$ cat src/rtl/lsup_pkg.sv
package lsup_pkg;

    typedef enum logic [2:0] {
        ST_IDLE,
        ST_CLEAR,
        ST_TX,
        ST_RX,
        ST_KEY,
        ST_DONE
    } lsup_state_e;

    localparam logic [2:0] RC_CONTINUE = 3'd0;
    localparam logic [2:0] RC_BREAK    = 3'd1;
    localparam logic [2:0] RC_IDLE     = 3'd2;
    localparam logic [2:0] RC_CARRIER  = 3'd3;

    localparam logic [7:0] CH_HASH      = 8'h23;
    localparam logic [7:0] CH_SEND      = 8'h5F;
    localparam logic [7:0] CH_ERR_MARK  = 8'hFF;

    // Picks the carrier reload source by mode, then bumps the high byte.
    function automatic logic [15:0] carrier_load(
        input logic        online,
        input logic        autoans,
        input logic [15:0] on_val,
        input logic [15:0] off_val,
        input logic [15:0] def_val
    );
        logic [15:0] base;
        if (online)       base = on_val;
        else if (autoans) base = off_val;
        else              base = def_val;
        return {base[15:8] + 8'd1, base[7:0]};
    endfunction

endpackage

$ cat src/rtl/lsup_txpath.sv
module lsup_txpath
    import lsup_pkg::*;
(
    input  logic       en_i,
    input  logic       link_en_i,
    input  logic       txrdy_i,
    input  logic       q_valid_i,
    input  logic [7:0] q_data_i,
    output logic       pop_o,
    output logic       wr_o,
    output logic [7:0] data_o
);

    logic fire;

    always_comb begin
        fire   = en_i && link_en_i && txrdy_i && q_valid_i;
        pop_o  = fire;
        wr_o   = fire;
        data_o = (q_data_i == CH_HASH) ? CH_SEND : q_data_i;
    end

endmodule

$ cat src/rtl/lsup_rxpath.sv
module lsup_rxpath
    import lsup_pkg::*;
#(
    parameter logic [7:0] CMD_VALUE = 8'h15
) (
    input  logic       en_i,
    input  logic       tx_busy_i,
    input  logic       dsr_i,
    input  logic       rxrdy_i,
    input  logic       perr_i,
    input  logic [7:0] data_i,
    output logic       alive_o,
    output logic       rd_o,
    output logic       push_o,
    output logic [7:0] push_data_o,
    output logic       car_reload_o,
    output logic       cmd_wr_o,
    output logic [7:0] cmd_data_o
);

    logic active;

    always_comb begin
        active       = en_i && !tx_busy_i && dsr_i;
        alive_o      = active;
        rd_o         = active && rxrdy_i;
        push_o       = rd_o;
        car_reload_o = rd_o;
        push_data_o  = perr_i ? CH_ERR_MARK : data_i;
        cmd_wr_o     = rd_o && perr_i;
        cmd_data_o   = CMD_VALUE;
    end

endmodule

$ cat src/rtl/lsup_timers.sv
module lsup_timers #(
    parameter int IDLE_RELOAD = 100,
    parameter int CAR_W       = 16
) (
    input  logic             clk,
    input  logic             rst_n,
    input  logic             idle_load_i,
    input  logic             car_load_i,
    input  logic [CAR_W-1:0] car_val_i,
    input  logic             dec_i,
    output logic             idle_exp_o,
    output logic             car_exp_o
);

    localparam int IDLE_W = $clog2(IDLE_RELOAD + 1);

    logic [IDLE_W-1:0] idle_cnt;
    logic [CAR_W-1:0]  car_cnt;

    always_ff @(posedge clk or negedge rst_n) begin
        if (!rst_n) begin
            idle_cnt <= '0;
        end else if (idle_load_i) begin
            idle_cnt <= IDLE_W'(IDLE_RELOAD);
        end else if (dec_i && idle_cnt != '0) begin
            idle_cnt <= idle_cnt - IDLE_W'(1);
        end
    end

    always_ff @(posedge clk or negedge rst_n) begin
        if (!rst_n) begin
            car_cnt <= '0;
        end else if (car_load_i) begin
            car_cnt <= car_val_i;
        end else if (dec_i && car_cnt != '0) begin
            car_cnt <= car_cnt - CAR_W'(1);
        end
    end

    // Expiry flags mark the tick that takes a counter from one to zero.
    assign idle_exp_o = dec_i && (idle_cnt == IDLE_W'(1));
    assign car_exp_o  = dec_i && (car_cnt == CAR_W'(1));

endmodule

$ cat src/rtl/modem_link_supervisor.sv
module modem_link_supervisor
    import lsup_pkg::*;
#(
    parameter int          IDLE_RELOAD     = 100,
    parameter logic [15:0] CARRIER_DEFAULT = 16'd25000,
    parameter logic [7:0]  CMD_VALUE       = 8'h15
) (
    input  logic        clk,
    input  logic        rst_n,
    input  logic        go_i,
    input  logic        break_i,
    input  logic        scan_tick_i,
    input  logic        online_i,
    input  logic        autoans_i,
    input  logic        kblock_i,
    input  logic        tx_busy_i,
    input  logic        link_en_i,
    input  logic [15:0] online_tmo_i,
    input  logic [15:0] offline_tmo_i,
    input  logic        txrdy_i,
    input  logic        rxrdy_i,
    input  logic        dsr_i,
    input  logic        perr_i,
    input  logic [7:0]  rx_data_i,
    output logic        tx_wr_o,
    output logic [7:0]  tx_data_o,
    output logic        rx_rd_o,
    output logic        cmd_wr_o,
    output logic [7:0]  cmd_data_o,
    input  logic        txq_valid_i,
    input  logic [7:0]  txq_data_i,
    output logic        txq_pop_o,
    output logic        rxq_push_o,
    output logic [7:0]  rxq_data_o,
    input  logic        key_valid_i,
    input  logic [7:0]  key_data_i,
    output logic        key_ack_o,
    output logic        key_out_valid_o,
    output logic [7:0]  key_out_data_o,
    output logic        running_o,
    output logic        done_o,
    output logic [2:0]  code_o
);

    localparam int CAR_W = 16;

    lsup_state_e state;
    logic [2:0]  code_r;
    logic        tick_pend;

    logic        tx_en;
    logic        rx_en;
    logic        go_accept;
    logic [2:0]  key_code;
    logic        alive;
    logic        car_reload;
    logic        idle_exp;
    logic        car_exp;
    logic        dec;
    logic [CAR_W-1:0] car_val;

    // State register, return code and tick latch.
    always_ff @(posedge clk or negedge rst_n) begin
        if (!rst_n) begin
            state     <= ST_IDLE;
            code_r    <= RC_CONTINUE;
            tick_pend <= 1'b0;
        end else begin
            unique case (state)
                ST_IDLE, ST_DONE: begin
                    tick_pend <= 1'b0;
                    if (go_i) begin
                        state  <= ST_CLEAR;
                        code_r <= RC_CONTINUE;
                    end
                end
                ST_CLEAR: begin
                    code_r    <= RC_CONTINUE;
                    tick_pend <= tick_pend || scan_tick_i;
                    state     <= ST_TX;
                end
                ST_TX: begin
                    tick_pend <= tick_pend || scan_tick_i;
                    state     <= ST_RX;
                end
                ST_RX: begin
                    tick_pend <= tick_pend || scan_tick_i;
                    state     <= ST_KEY;
                end
                ST_KEY: begin
                    tick_pend <= scan_tick_i;
                    code_r    <= key_code;
                    state     <= (key_code != RC_CONTINUE) ? ST_DONE : ST_CLEAR;
                end
                default: begin
                    state <= ST_IDLE;
                end
            endcase
        end
    end

    // Step enables, keyboard step and return-code selection.
    always_comb begin
        tx_en           = 1'b0;
        rx_en           = 1'b0;
        dec             = 1'b0;
        key_code        = RC_CONTINUE;
        key_ack_o       = 1'b0;
        key_out_valid_o = 1'b0;
        key_out_data_o  = key_data_i;
        go_accept       = 1'b0;
        unique case (state)
            ST_IDLE, ST_DONE: begin
                go_accept = go_i;
            end
            ST_CLEAR: begin
            end
            ST_TX: begin
                tx_en = 1'b1;
            end
            ST_RX: begin
                rx_en = 1'b1;
            end
            ST_KEY: begin
                dec = tick_pend;
                if (break_i) begin
                    key_code = RC_BREAK;
                end else begin
                    if (idle_exp)     key_code = RC_IDLE;
                    else if (car_exp) key_code = RC_CARRIER;
                    key_ack_o       = key_valid_i;
                    key_out_valid_o = key_valid_i && !kblock_i;
                end
            end
            default: begin
            end
        endcase
    end

    assign car_val   = carrier_load(online_i, autoans_i, online_tmo_i,
                                    offline_tmo_i, CARRIER_DEFAULT);
    assign running_o = (state == ST_CLEAR) || (state == ST_TX) ||
                       (state == ST_RX) || (state == ST_KEY);
    assign done_o    = (state == ST_DONE);
    assign code_o    = code_r;

    lsup_txpath u_tx (
        .en_i      (tx_en),
        .link_en_i (link_en_i),
        .txrdy_i   (txrdy_i),
        .q_valid_i (txq_valid_i),
        .q_data_i  (txq_data_i),
        .pop_o     (txq_pop_o),
        .wr_o      (tx_wr_o),
        .data_o    (tx_data_o)
    );

    lsup_rxpath #(.CMD_VALUE(CMD_VALUE)) u_rx (
        .en_i         (rx_en),
        .tx_busy_i    (tx_busy_i),
        .dsr_i        (dsr_i),
        .rxrdy_i      (rxrdy_i),
        .perr_i       (perr_i),
        .data_i       (rx_data_i),
        .alive_o      (alive),
        .rd_o         (rx_rd_o),
        .push_o       (rxq_push_o),
        .push_data_o  (rxq_data_o),
        .car_reload_o (car_reload),
        .cmd_wr_o     (cmd_wr_o),
        .cmd_data_o   (cmd_data_o)
    );

    lsup_timers #(.IDLE_RELOAD(IDLE_RELOAD), .CAR_W(CAR_W)) u_tmr (
        .clk         (clk),
        .rst_n       (rst_n),
        .idle_load_i (go_accept || alive),
        .car_load_i  (go_accept || car_reload),
        .car_val_i   (car_val),
        .dec_i       (dec),
        .idle_exp_o  (idle_exp),
        .car_exp_o   (car_exp)
    );

endmodule

$ cat config.mk
export PLATFORM = sky130hd
export DESIGN_NAME = modem_link_supervisor
export DESIGN_NICKNAME = d
export VERILOG_FILES = /design/src/rtl/lsup_pkg.sv /design/src/rtl/lsup_txpath.sv /design/src/rtl/lsup_rxpath.sv /design/src/rtl/lsup_timers.sv /design/src/rtl/modem_link_supervisor.sv
export SDC_FILE = /design/constraint.sdc
export NUM_CORES = 1
export LEC_CHECK = 0
export BUFFER_PORTS_ARGS = -buffer_cell sky130_fd_sc_hd__buf_4
export CAP_MARGIN = 25
export CORE_UTILIZATION = 25
export DETAILED_ROUTE_END_ITERATION = 8
export GPL_TIMING_DRIVEN = 0
export SKIP_CTS_REPAIR_TIMING = 1
export SYNTH_ARGS = -nofsm -noshare
export SYNTH_HDL_FRONTEND = slang
export SYNTH_SLANG_ARGS = --single-unit
$ cat constraint.sdc
create_clock -name clk -period 6.8 [get_ports clk]
set_clock_uncertainty 0.2 [all_clocks]
set_input_delay 0.68 -clock clk [delete_from_list [all_inputs] [get_ports clk]]
set_output_delay 0.68 -clock clk [all_outputs]
set_load 0.05 [all_outputs]
After elaboration in Yosys (flattened, before gate mapping) --
Cells that the tools add are included.
Operators by class: reductions and logical operators 31, $add $sub $neg 3, equal/unequal tests 9, mux-type cells 26
Operators with widths (number):
- 16-bit 2-to-1 mux | 4
- 16-bit by 1-bit == test with 1-bit output, second input constant | 1
- 8-bit 2-to-1 mux | 2
- 16-bit nonzero test | 1
- 16-bit by 1-bit subtractor with 16-bit output, second input constant | 1
- 3-bit one-hot mux with 5 select lines | 1
- 7-bit 2-to-1 mux | 2
- 1-bit logical AND | 12
- 3-bit 2-to-1 mux | 3
- 3-bit one-hot mux with 3 select lines | 1
- 3-bit nonzero test | 3
- 8-bit by 1-bit adder with 8-bit output, second input constant | 1
- 8-bit by 6-bit == test with 1-bit output, second input constant | 1
- 1-bit 2-to-1 mux | 8
- 2-bit 2-to-1 mux | 4
- 7-bit by 1-bit == test with 1-bit output, second input constant | 1
- 7-bit nonzero test | 1
- 7-bit by 1-bit subtractor with 7-bit output, second input constant | 1
- 3-bit by 2-bit == test with 1-bit output, second input constant | 2
- 3-bit == test, second input constant | 2
- 1-bit logical OR | 6
- 2-bit nonzero test | 2
- 3-bit by 1-bit == test with 1-bit output, second input constant | 1
- 3-bit zero test | 1
- other kinds (6) | 7
Storage, ports and cells: bits in registers 30, input bits 72

Depth between registers and ports, before layout --
depth after elaboration 10, mapped depth 9, gate-level depth less buffers 8

By module --
A second synthesis with hierarchy kept.
Unflattened totals: cells, all modules 315, area total of the unflattened synthesis 2522.4 sq um
Modules (own cells, without submodules):
- lsup_timers | instances 1, cells each 168, area an instance 1461.4 sq um, seq. area each 575.6 sq um
- modem_link_supervisor | instances 1, cells each 108, area an instance 802.0 sq um, seq. area each 150.1 sq um
- lsup_rxpath | instances 1, cells each 24, area an instance 156.4 sq um, seq. area each 0.0 sq um
- lsup_txpath | instances 1, cells each 15, area an instance 102.6 sq um, seq. area each 0.0 sq um

Least setup slack after synthesis --
No wires, ideal clock.
kind register to output, from register state[1], to output key_out_valid_o, slack 2995 ps, cell stages (with the launch flop) 6, path buffers 1, arrival time 2925 ps, cells stage by stage dfrtp_1 > clkbuf_1 > nor2_1 > nand2_1 > nor3b_1 > nor2b_1
Between the ends: longest elaborated chain between the ends 2
Ends and longest elaborated chain:
- start: declaration | line modem_link_supervisor.sv:47 | lsup_state_e state;
- start signal: assignment | line modem_link_supervisor.sv:93 | state <= (key_code != RC_CONTINUE) ? ST_DONE : ST_CLEAR;
- 3-bit == test | line modem_link_supervisor.sv:112 | unique case (state)
- 1-bit 2-to-1 mux | line modem_link_supervisor.sv:112
- end: declaration | line modem_link_supervisor.sv:38 | output logic key_out_valid_o,
No other way between the ends.

Worst setup path after layout --
Same ends and word-level chain as after synthesis.

==> results.ini <==
[run_status]
run_status=finished with violations
failed_checks=DRC

[pwr]
peakVddDrop_mv=0.0992
leakagePower_nw=1.47
p_int_mw=0.552
power_frac_comb_pct=48.9
p_per_area_mw_per_mm2=295
seqPwrFrac_pct=32.3
p_sw_mw=0.440
p_clk_share_pct=18.8
p_sw_share_pct=44.4

[grt]
grt_pass1_wl_um=10600
grt_max_degree=30
gr-total-overflow=0
antenna_found_initial=0
gr-usage-all-layers_pct=13.4
grt_pass1_vias=2304

[timing]
finalSetupViolations=0
max_freq_ghz=0.349
slew_viol_final=0
tightest_slew_ns=0.655
fin_crit_ns=2.87
period_share_pct=42.2
rsz0062_at_grt=false
setup_tns_ns=0
finalHoldViolations=0
relSlewSlack_pct=56.1
setup_ws_ns=3.93

[worst_setup_path]
rrSetupSlack_ns=4.38
cp.arrival_ns=1.99
cp-start-kind=flop
crit_path_end_kind=primary output
path_class=reg -> out
path_max_fanout=10
reg2reg_from=u_tmr.car_cnt[0]
required_ns=5.92
cp_cell_sequence=clkbuf_1 > nor2_1 > nand2_1 > nor3b_1 > nor2b_1 > buf_4
crit_start=state[1]
max_stage_delay_ns=0.41
slowest_stage=dfrtp_1

[cts]
cts_root_buf=clkbuf_8
cts-htree-levels=2
insertion_delay_ns=0.29
cts.path.max_buffers=2
cts.clk_slew.worst_paths_ns=0.07
cts_tree=yes
clock-sinks=29
numCtsBuffers=5

[synth]
netlist_instances=288
synth-warning-count=0
ys_types=51
synth_seq_cells=29
synth.cells.most_frequent=29 x dfrtp_1, 27 x nor2_1, 24 x nand2_1
synth-edff-count=0
ys_seq_area_share_pct=30.7
syn_area_mm2=0.00237
yosysMostFrequentCell=dfrtp_1
ys_top_cells_by_area=dfrtp_1 31%, buf_4 6.0%, xnor2_1 5.2%
synth-main-ff-cell=dfrtp_1
syn_avg_cell_area_um2=8.22
yosysTopAreaCellShare_pct=30.7
async_reset_ff_share_pct=100
post-synth-top-area-cell=dfrtp_1

[floorplanning]
initial_core_util_pct=25.7
core_mm2=0.00920
fp-row-count=35
die_area_mm2=0.00986
die_h_um=99.3
die_w_um=99.3
design.portCount=116

[routing]
drc=2
via_per_inst=4.76
firstDrtPassIters=6
vias=2428
post_drt_wl_per_cell_um=12.6
drt_iter0_drc=95
drt_wl_total_um=6420
antenna_left=0

[finish]
insertedDiodeCount=0
regArea_um2=726
nets=477
layout-drive-gt1-share_pct=35.1
syn_to_final_growth_pct=42.3
num-fill-cells=933
multi_input_area_mm2=0.00144

[min_path]
hold_path_class=in -> async

[placement]
gp_congestion=0.776
place_ws_ns=3.72
place.detailed.hpwl_um=5150
io_buffers=96

[job]
cap_viol_max_count=0

[routing by layer]
metal / GRT usage (%) / vias up / wire length, um
met5: 0 / - / 0
met4: 3.73 / 0 / 78
met3: 2.46 / 5 / 373
met2: 23.0 / 89 / 3010
met1: 17.1 / 1111 / 2950
li1: - / 1223 / -
[sequential cells by signal, summed over array words and instances, names as in the netlist]
| register | flops |
|---|---|
| u_tmr.car_cnt | 16 |
| u_tmr.idle_cnt | 7 |
| state | 3 |
| code_o | 2 |
| tick_pend | 1 |
[worst max-delay path, delay by kind of cell (launching register included)]
family / cells / cell delay [ns]
buffers and inverters: 2 / 0.44
DFF: 1 / 0.41
and+or+nand+nor: 4 / 0.86
[layout make-up]
type / instances / area share [%]
Buffer: 32 / 5.76
Clock buffer: 5 / 2.04
Clock inverter: 3 / 1.37
Inverter: 10 / 1.11
Multi-Input combinational cell: 224 / 42.6
Sequential cell: 29 / 21.6
Tap cell: 111 / 4.12
Timing Repair Buffer: 96 / 21.4
[power by group through the flow]
stage          clock network (mW)  registers [mW]  logic [mW]
5_1_grt                     0.197           0.333       0.546
2_1_floorplan                   0           0.312       0.353
4_1_cts                     0.189           0.320       0.488
3_3_place_gp                    0           0.320       0.476
6_report                    0.187           0.320       0.485
3_5_place_dp                    0           0.323       0.484
[placed cells by master, fill, tap and decap left out, drive strengths merged, types with 4 or more instances in the layout]
| cell | count |
|---|---|
| xnor2 | 14 |
| o22ai | 5 |
| nand4 | 4 |
| dfrtp | 29 |
| xor2 | 5 |
| or2 | 8 |
| nand3 | 10 |
| nand4b | 4 |
| conb | 9 |
| nand2 | 24 |
| nor3 | 13 |
| nand2b | 8 |
| ha | 7 |
| inv | 10 |
| and2 | 4 |
| clkbuf | 16 |
| a221oi | 5 |
| buf | 117 |
| o221ai | 4 |
| nor4 | 6 |
| o21ai | 12 |
| a21oi | 10 |
| nor2 | 28 |
| a211oi | 6 |
[logic make-up after synthesis]
group / Yosys count / share of synthesized area (%)
and+or+nand+nor: 124 / 29.3
buffers and inverters: 42 / 9.78
AOI/OAI and AO/OA: 62 / 17.9
other: 2 / 0.317
xor gates and xnor gates: 19 / 7.03
DFF: 29 / 30.7
adders and majority gates: 7 / 3.70
muxes: 3 / 1.27
[through the flow]
stage               cell area, um2  hold WS [ns]  instances  total power [mW]  util [%]
floorplan                     2390         0.184        295             0.665         -
global placement              3250         0.274        502             0.796      35.4
detailed placement            3250         0.284        502             0.807      35.4
CTS                           3370         0.120        510             0.997      36.6
global route                  3370         0.134        510              1.08      36.6
finish                        3370         0.106        510             0.992      36.6
[path summary, 6_finish.rpt]
path	endpoint	cells after the start
max	key_out_valid_o	6
max reg2reg	u_tmr.car_cnt[6]	7
max in group asynchronous	u_tmr.idle_cnt[2]	1
min	state[1]	1
min reg2reg	u_tmr.idle_cnt[6]	1
min in group clk	u_tmr.idle_cnt[6]	1
Note: power is estimated with default switching activity, not from simulation.
